File: src/rtl/uart_mute_ctrl.sv
module uart_mute_ctrl #(
  parameter int DATA_W = 8,
  parameter int ADDR_W = 4
) (
  input  logic              clk,
  input  logic              rst_n,
  input  logic              rx_en,
  input  logic              mute_wr,
  input  logic              mute_wdata,
  input  logic              wake_sel,
  input  logic [ADDR_W-1:0] node_addr,
  input  logic              char_stb,
  input  logic [DATA_W-1:0] char_data,
  input  logic              idle_stb,
  output logic              muted,
  output logic              data_valid,
  output logic [DATA_W-1:0] data_out
);
  localparam int TOP = DATA_W - 1;

  logic is_addr, addr_hit, idle_wake, addr_seen, deliver;

  assign is_addr   = char_data[TOP];
  assign addr_hit  = (char_data[ADDR_W-1:0] == node_addr);
  assign idle_wake = rx_en & ~wake_sel & idle_stb;
  assign addr_seen = rx_en & wake_sel & char_stb & is_addr;
  assign deliver   = rx_en & char_stb & ((wake_sel & is_addr) ? addr_hit : ~muted);

  always_ff @(posedge clk or negedge rst_n) begin
    if (!rst_n) begin
      muted      <= 1'b0;
      data_valid <= 1'b0;
      data_out   <= '0;
    end else begin
      if (idle_wake)      muted <= 1'b0;
      else if (addr_seen) muted <= ~addr_hit;
      else if (mute_wr)   muted <= mute_wdata;
      data_valid <= deliver;
      if (deliver) data_out <= char_data;
    end
  end
endmodule


File: config.mk
export PLATFORM = sky130hd
export DESIGN_NAME = uart_mute_ctrl
export DESIGN_NICKNAME = d
export VERILOG_FILES = /design/src/rtl/uart_mute_ctrl.sv
export SDC_FILE = /design/constraint.sdc
export NUM_CORES = 1
export LEC_CHECK = 0
export BUFFER_PORTS_ARGS = -buffer_cell sky130_fd_sc_hd__buf_2
export CORE_AREA = 2 2 39 41
export CTS_CLUSTER_DIAMETER = 150
export DETAILED_ROUTE_END_ITERATION = 8
export DIE_AREA = 0 0 41 43
export GPL_ROUTABILITY_DRIVEN = 0
export PLACE_DENSITY = 0.67
export SYNTH_ARGS = -nofsm -noshare
export SYNTH_HDL_FRONTEND = slang
export SYNTH_SLANG_ARGS = --single-unit
File: constraint.sdc
create_clock -name clk -period 1.5 [get_ports clk]
set_input_delay 0.15 -clock clk [delete_from_list [all_inputs] [get_ports clk]]
set_output_delay 0.15 -clock clk [all_outputs]
set_load 0.005 [all_outputs]
## After elaboration in Yosys (flattened, before gate mapping)

Index checks and enable logic that the tools add are counted.
Widths: inputs -> output; s select.

| cells by class | value |
|---|---|
| $add $sub $neg | 0 |
| multipliers | 0 |
| divide/modulo/power cells | 0 |
| order comparisons | 0 |
| equal/unequal tests | 1 |
| shifts and indexed selects | 0 |
| multiplexer cells | 4 |
| bitwise gates (word level) | 11 |
| reductions and logical operators | 1 |

Operator list:

| kind | number |
|---|---|
| $and 1x1->1 | 8 |
| $eq 4x4->1 | 1 |
| $mux 1 | 4 |
| $not 1->1 | 3 |
| $reduce_bool 3->1 | 1 |

| word-level totals | value |
|---|---|
| flip-flop bits (word level) | 10 |
| latch bits | 0 |
| RAM bits | 0 |
| ROM bits | 0 |
| input port bits | 20 |
| output and inout bits | 10 |
| logic and storage cells | 20 |
| memories kept | 0 |

## Depth between registers and ports, before layout

Gate-level depths: netlist of the first run.

| logic depth | value |
|---|---|
| word-level depth | 5 |
| mapped depth | 4 |
| mapped depth without buffers | 4 |

## Least setup slack after synthesis of the first run

Ideal clock, no wire load.

| timing path | value |
|---|---|
| path type | register to register |
| start | register muted |
| end | register data_out[0] |
| setup time | 0.125 ns |
| arrival time | 1.110 ns |
| required time | 1.375 ns |
| path slack | 0.265 ns |
| cell stages (with the launch flop) | 4 |
| path buffers | 0 |
| clock period less this slack | 1.235 ns |
| path through | dfrtp_1 -> a211oi_1 -> a21oi_4 -> mux2_2 |

| on the way | value |
|---|---|
| longest elaborated chain between the ends | 3 |

RTL lines:

| item | line | source |
|---|---|---|
| start: declaration | 15 | `output logic muted,` |
| start signal: assignment | 36 | `else if (addr_seen) muted <= ~addr_hit;` |
| start signal: assignment | 37 | `else if (mute_wr) muted <= mute_wdata;` |
| $not 1->1 | 27 | `assign deliver = rx_en & char_stb & ((wake_sel & is_addr) ? addr_hit : ~muted);` |
| $mux 1 | 27 |  |
| $and 1x1->1 | 27 |  |
| end signal: assignment | 39 | `if (deliver) data_out <= char_data;` |
| end: declaration | 17 | `output logic [DATA_W-1:0] data_out` |

Every way passes these cells.
A chain may end at the register's enable or synchronous reset.

## Worst setup path in the final report of the first run

| timing path | value |
|---|---|
| start | register muted |
| end | register data_out[3] |

The elaborated chain is that of the path after synthesis.

==> reports/results.md, run 1 <==
| Item | This run | Unit |
|---|---|---|
| Max-cap violations | 0 | - |
| Met3 demand-to-capacity share in global routing | 3.141 | % |
| Max transition margin | 74.72 | % |
| Full die area | 1763 | µm² |
| Critical Path Slowest Stage Cell | dfrtp_1 | - |
| Num rows | 14 | - |
| Cell area after synthesis | 454.2 | µm² |
| Clk_skew | 0.008056 | ns |
| Library cell occupying the most area in the post-synthesis netlist | dfrtp_1 | - |
| Flip-flop and latch count after synthesis | 10 | - |
| Worst EP required | 1.64 | ns |
| Average via count per standard cell | 4.427 | - |
| Number of routed nets with antenna violations | 0 | - |
| Achievable clock frequency | 773.7 | MHz |
| Number of distinct library cell variants in the gate-level netlist after synthesis | 13 | - |
| Switch share | 24.51 | % |
| Hold WC Path Type | primary input to register | - |
| Fill cells | 130 | - |
| Number of antenna violations at the first check in global routing | 0 | - |
| Number of H-tree levels | 1 | - |
| Total count of max-transition violations in the final report | 0 | - |
| YS warnings | 0 | - |
| Mapped Cells | 32 | - |
| P per Cell Area | 1174 | nW/µm² |
| Placed cell area | 619.3 | µm² |
| Worst hold endpoint | data_out[5] | - |
| Busiest layer in global routing | met2 | - |
| Total track usage | 11.05 | % |
| Total of buffers placed on input and output ports | 29 | - |
| Commonest cells after routing, fill and taps aside | 29 x buf_2, 10 x dfrtp_1, 8 x mux2_2, 4 x xor2_1, 3 x clkbuf_4 | - |
| Master cell of the clock root buffer | clkbuf_4 | - |
| Detailed placement HPWL | 718.2 | µm |
| Clock slew at the register clock pins of the worst setup and hold paths | 0.07 | ns |
| Chip height | 43 | µm |
| Transition time of the tightest slew-check pin | 0.3769 | ns |
| Count of placed standard cells in the final layout, fillers left out | 82 | - |
| Summed negative setup slack over all endpoints | 0 | ns |
| Endpoints failing setup | 0 | - |
| Clock latency of the later-clocked register in the worst-skew pair | 0.26 | ns |
| Main area contributors after synthesis | dfrtp_1 55%, mux2_2 20%, xor2_1 7.7% | - |
| Vias in the first global route | 358 | - |
| Internal Pwr Total | 590.0 | µW |
| Total Routed Length | 878 | µm |
| Critical-path cell list | a211oi_1, a21oi_4, mux2_2 | - |
| Met2 Use GR | 18.13 | % |
| Register-to-register setup slack | 0.21 | ns |
| Destination of the worst register-to-register timing path | data_out[3] | - |
| Detailed-router iteration count before antenna repair | 1 | - |
| Post-CTS setup buffers | 0 | - |
| Congestion Overflow GR | 0 | - |
| Share of Yosys cell area claimed by the top area cell type | 55.10 | % |
| Reg power frac | 45.7 | % |
| Logic pwr share | 23.7 | % |
| Worst R2R Path Depth | 3 | - |
| R2R Path Start | muted | - |
| Clock Tree Buf Depth | 2 | - |
| Post-layout min period | 1.292 | ns |
| Final instance area | 665.6 | µm² |
| Num ports | 30 | - |
| Power spent charging and discharging nets | 191.5 | µW |
| Average routed wire per standard cell | 10.71 | µm |
| Chip Width | 41 | µm |
| Initial core utilization | 32.82 | % |
| First-iteration detailed-routing DRC count | 0 | - |
| Wire length of the first global-routing pass | 1297 | µm |
| Mean area per synthesized cell | 14.19 | µm² |
| Data arrival, critical path | 1.44 | ns |
| Post-route fraction of the period consumed by the critical path | 86.16 | % |
| Most common cell after layout, fill and taps aside | buf_2 | - |
| CP Launch Type | register | - |
| Synthesis-to-layout area growth | 46.56 | % |
| Critical path class | register to register | - |
| Kind of end point of the critical path | register | - |
| Critical-path maximum fanout | 9 | - |
| Antenna diode instance count | 0 | - |
| DRC violation count after routing | 0 | - |
| Slowest Stage Delay on Critical Path | 0.40 | ns |
| Core region area | 1384 | µm² |
| Leak pwr | 0.3479 | nW |
| Hold Fails Final Rpt | 0 | - |
| CP bufs+invs | 0 | - |
| Fraction of met1 tracks used by global routing | 10.96 | % |
| Share of final-layout standard cells stronger than drive strength 1 | 65.15 | % |
| Result of the run | completed | - |
| Cell class contributing the biggest share of worst-path delay | compound AO/OA/AOI/OAI gates | - |
| Maximum vdd ir drop | 0.7837 | mV |
| Part of the power in the clock network | 30.6 | % |
| Cts bufs inserted | 3 | - |
| Layout Nets | 87 | - |
| Largest net degree at the start of global routing | 11 | - |
| TritonCTS Sinks | 10 | - |
| Fraction of the yosys area taken by sequential cells | 55.10 | % |
| Source of the worst hold timing path | char_data[5] | - |
| Worst hold path depth | 2 | - |
| Unrepaired setup endpoints after global routing | false | - |
| Post-Syn Nets | 52 | - |
| Placed Instances | 77 | - |
| CTS tree | yes | - |
| Via count | 363 | - |
==> layer usage <==
layer	vias up	share of wire, %	routed length (µm)
met5	-	0	0
met4	0	0	0
met3	0	6.7	59
met2	13	55	484
met1	167	38	334
li1	183	-	-
==> per-stage QoR <==
| stage | util [%] | setup slack [ns] | total power [mW] | hold WS (ns) |
|---|---|---|---|---|
| global placement | 44.76 | 0.1895 | 0.5484 | 0.02123 |
| floorplan | - | 0.2652 | 0.4450 | -0.1456 |
| detailed placement | 44.76 | 0.1623 | 0.5503 | 0.01751 |
| finish | 48.10 | 0.2075 | 0.7815 | 0.1136 |
| CTS | 48.10 | 0.1965 | 0.7989 | 0.1030 |
| global route | 48.10 | 0.1395 | 0.8347 | 0.1008 |
==> worst reg2reg max path: stages (launching register included) <==
cell and delay [ns]:
dfrtp_1 0.40, a211oi_1 0.36, a21oi_4 0.12, mux2_2 0.29
==> cell type report <==
cell class / instances / area (µm²) / area share, %
Sequential cell: 10 / 250.2 / 37.59
Multi-Input combinational cell: 21 / 200.2 / 30.08
Timing Repair Buffer: 30 / 155.1 / 23.31
Clock buffer: 4 / 36.28 / 5.451
Tap cell: 16 / 20.02 / 3.008
Inverter: 1 / 3.754 / 0.5639
==> synthesized netlist by cell type <==
master,instances
dfrtp_1,10
mux2i_1,1
mux2_2,8
a211oi_1,1
nand2_1,1
nand4_1,1
and3b_1,1
a221oi_1,1
inv_1,1
nor3_2,1
xor2_1,4
nor2_1,1
a21oi_4,1
==> kinds of logic (layout without fill, tap and decap cells) <==
| group | Yosys count | count (layout) | synth area share [%] |
|---|---|---|---|
| buf+inv | 1 | 35 | 0.8257 |
| mux | 9 | 9 | 22.04 |
| simple gates | 5 | 5 | 7.162 |
| flops | 10 | 10 | 55.10 |
| compound gates | 3 | 3 | 7.164 |
| xor+xnor | 4 | 4 | 7.713 |
==> flip-flops by register name (all words and copies together), names as in the netlist <==
| signal | cells |
|---|---|
| muted | 1 |
| data_out | 8 |
| data_valid | 1 |
==> worst max-delay path by stage <==
stage / startpoint / endpoint / slack, ns / cells after the start
after floorplan: muted / data_out[0] / 0.27 / 3
after global placement: char_data[3] / data_out[2] / 0.19 / 5
after detailed placement: node_addr[3] / data_out[2] / 0.16 / 5
after CTS: muted / data_out[2] / 0.20 / 3
after global routing: muted / data_out[2] / 0.14 / 3
final: muted / data_out[3] / 0.21 / 3
==> power groups by stage <==
| stage | Combinational [mW] | Sequential (mW) | Clock [mW] |
|---|---|---|---|
| after global placement | 0.185 | 0.363 | 0 |
| after global routing | 0.204 | 0.364 | 0.267 |
| after CTS | 0.189 | 0.358 | 0.251 |
| after detailed placement | 0.187 | 0.363 | 0 |
| after floorplan | 0.0765 | 0.369 | 0 |
| final | 0.185 | 0.357 | 0.239 |
==> repair_timing <==
item	in CTS	in global routing
hold buffers	1	0
hold endpoints to repair	10	0
gates resized for setup	0	0
Note: power is estimated with default switching activity, not from simulation.
==> run 2, diff against run 1 <==
--- a/config.mk
+++ b/config.mk
@@ -6,12 +6,10 @@
 export NUM_CORES = 1
 export LEC_CHECK = 0
 export BUFFER_PORTS_ARGS = -buffer_cell sky130_fd_sc_hd__buf_2
-export CORE_AREA = 2 2 39 41
+export CORE_UTILIZATION = 30
 export CTS_CLUSTER_DIAMETER = 150
 export DETAILED_ROUTE_END_ITERATION = 8
-export DIE_AREA = 0 0 41 43
 export GPL_ROUTABILITY_DRIVEN = 0
-export PLACE_DENSITY = 0.67
 export SYNTH_ARGS = -nofsm -noshare
 export SYNTH_HDL_FRONTEND = slang
 export SYNTH_SLANG_ARGS = --single-unit
==> reports/results.md, run 2 (synthesis results as in run 1) <==
| Item | This run | Unit | Delta |
|---|---|---|---|
| Largest regs | data_out: 8 flops, data_valid: 1 flops, muted: 1 flops | - |  |
| Slowest Stage Delay on Critical Path | 0.39 | ns | about the same |
| Chip height | 40.91 | µm | -4.9% |
| Commonest cells after routing, fill and taps aside | 29 x buf_2, 10 x dfrtp_1, 8 x mux2_2, 4 x xor2_1, 3 x clkbuf_4 | - |  |
| Worst hold path depth | 2 | - | unchanged |
| CP bufs+invs | 0 | - | unchanged |
| Chip Width | 40.91 | µm | -0.22% |
| CP Launch Type | register | - |  |
| Wire length on met3 | 60 | µm | +1.7% |
| Clock slew at the register clock pins of the worst setup and hold paths | 0.06 | ns | about the same |
| Data arrival, critical path | 1.42 | ns | -0.02 ns |
| Total Routed Length | 861 | µm | -1.9% |
| Cell class contributing the biggest share of worst-path delay | compound AO/OA/AOI/OAI gates | - |  |
| Congestion Overflow GR | 0 | - | unchanged |
| Hold WC Path Type | primary input to register | - |  |
| Total count of max-transition violations in the final report | 0 | - | unchanged |
| Cts-stage hold buffer count | 1 | - | unchanged |
| CTS tree | yes | - |  |
| Worst EP required | 1.64 | ns | about the same |
| Post-route fraction of the period consumed by the critical path | 85.17 | % | -0.99 points |
| Transition time of the tightest slew-check pin | 0.3653 | ns | -0.01158 ns |
| Initial core utilization | 33.64 | % | +0.82 points |
| Max transition margin | 75.50 | % | +0.78 points |
| Max-cap violations | 0 | - | unchanged |
| Average routed wire per standard cell | 10.63 | µm | -0.73% |
| Antenna diode instance count | 0 | - | unchanged |
| Achievable clock frequency | 782.7 | MHz | +1.2% |
| Critical path class | register to register | - |  |
| Wire length of the first global-routing pass | 1393 | µm | +7.4% |
| Summed negative setup slack over all endpoints | 0 | ns | unchanged |
| Full die area | 1674 | µm² | -5.1% |
| Number of flip-flops under the largest register name | 8 | - | unchanged |
| Number of antenna violations at the first check in global routing | 0 | - | unchanged |
| Post-layout min period | 1.278 | ns | -0.01486 ns |
| Num ports | 30 | - | unchanged |
| Detailed placement HPWL | 734.9 | µm | +2.3% |
| Post-route met1 wirelength | 348 | µm | +4.2% |
| Worst R2R Path Depth | 3 | - | unchanged |
| Num rows | 13 | - | -1 |
| Clock latency of the later-clocked register in the worst-skew pair | 0.26 | ns | about the same |
| Clock Tree Buf Depth | 2 | - | unchanged |
| Leak pwr | 0.3479 | nW | unchanged |
| Via count | 368 | - | +1.4% |
| Number of H-tree levels | 1 | - | unchanged |
| Met2 wire length | 446 | µm | -7.9% |
| Maximum vdd ir drop | 0.5232 | mV | -33% |
| Synthesis-to-layout area growth | 46.28 | % |  |
| Hold Fails Final Rpt | 0 | - | unchanged |
| Core region area | 1350 | µm² | -2.4% |
| Vias in the first global route | 390 | - | +8.9% |
| P per Cell Area | 1167 | nW/µm² | -0.64% |
| Critical Path Slowest Stage Cell | dfrtp_1 | - |  |
| Layout Nets | 87 | - | unchanged |
| Critical-path maximum fanout | 9 | - | unchanged |
| Total of buffers placed on input and output ports | 29 | - | unchanged |
| Top Layer Used | met4 | - |  |
| Unrepaired setup endpoints after global routing | false | - |  |
| Number of routed nets with antenna violations | 0 | - | unchanged |
| Path length in cells of the critical path | 3 | - | unchanged |
| Total track usage | 13.56 | % | +2.5 points |
| Post-CTS setup buffers | 0 | - | unchanged |
| TritonCTS Sinks | 10 | - | unchanged |
| Register-to-register setup slack | 0.22 | ns | about the same |
| Critical-path cell list | a211oi_1, a21oi_4, mux2_2 | - |  |
| Count of cells resized by post-cts repair | 0 | - | unchanged |
| Cts bufs inserted | 3 | - | unchanged |
| Kind of end point of the critical path | register | - |  |
| Endpoints failing setup | 0 | - | unchanged |
| Largest net degree at the start of global routing | 11 | - | unchanged |
| Share of final-layout standard cells stronger than drive strength 1 | 65.15 | % | unchanged |
| DRC violation count after routing | 0 | - | unchanged |
| First-iteration detailed-routing DRC count | 0 | - | unchanged |
| Master cell of the clock root buffer | clkbuf_4 | - |  |
| Clk_skew | 0.002735 | ns | -0.005322 ns |
| Most common cell after layout, fill and taps aside | buf_2 | - |  |
| Register with the highest flop count | data_out | - |  |
| Fill cells | 129 | - | -0.77% |
| Result of the run | completed | - |  |
| Detailed-router iteration count before antenna repair | 1 | - | unchanged |
| Average via count per standard cell | 4.543 | - | +2.6% |
| Total power draw | 775.0 | µW | -0.83% |
-- run 2: cell counts in the layout (fill, tap and decap cells not counted) --
Identical to the previous run, type by type.
-- run 2: metal layers --
metal	vias up	global-route usage [%]
li1	183	-
met3	2	3.804
met2	14	22.66
met5	-	0
met1	169	13.29
met4	0	12.50
-- run 2: path summary, 6_finish.rpt --
path                              start     endpoint
max                               muted  data_out[7]
min                        char_data[4]  data_out[4]
max reg2reg                       muted  data_out[7]
min reg2reg                 data_out[4]  data_out[4]
max in group asynchronous         rst_n  data_out[6]
min in group asynchronous         rst_n  data_out[0]
-- run 2: cell type report --
| type | instances | area, µm² | area share (%) |
|---|---|---|---|
| inverter | 1 | 3.754 | 0.5650 |
| timing repair buffer | 30 | 155.1 | 23.35 |
| tap | 15 | 18.77 | 2.825 |
| clock buffer | 4 | 36.28 | 5.461 |
| multi-input combinational | 21 | 200.2 | 30.13 |
| sequential | 10 | 250.2 | 37.66 |
-- run 2: worst register-to-register path, cell delays in order, from the launching register on --
cell and delay [ns]:
dfrtp_1 0.39, a211oi_1 0.36, a21oi_4 0.12, mux2_2 0.29
-- run 2: metrics by stage --
step | cells | instance area (µm²) | hold slack [ns] | util, % | setup slack (ns)
3_3_place_gp | 76 | 618.1 | 0.01917 | 45.78 | 0.1708
2_1_floorplan | 32 | 454.2 | -0.1456 | - | 0.2652
4_1_cts | 81 | 664.4 | 0.1067 | 49.21 | 0.2082
3_5_place_dp | 76 | 618.1 | 0.01516 | 45.78 | 0.1480
5_1_grt | 81 | 664.4 | 0.1248 | 49.21 | 0.1709
6_report | 81 | 664.4 | 0.1194 | 49.21 | 0.2224
-- run 2: report_power, final --
group / total, mW / leakage (nW) / switching (mW) / internal (mW)
registers: 0.357 / 0.120 / 0.0272 / 0.330
logic: 0.185 / 0.207 / 0.0720 / 0.113
clock network: 0.233 / 0.0210 / 0.0858 / 0.147
total: 0.775 / 0.348 / 0.185 / 0.590
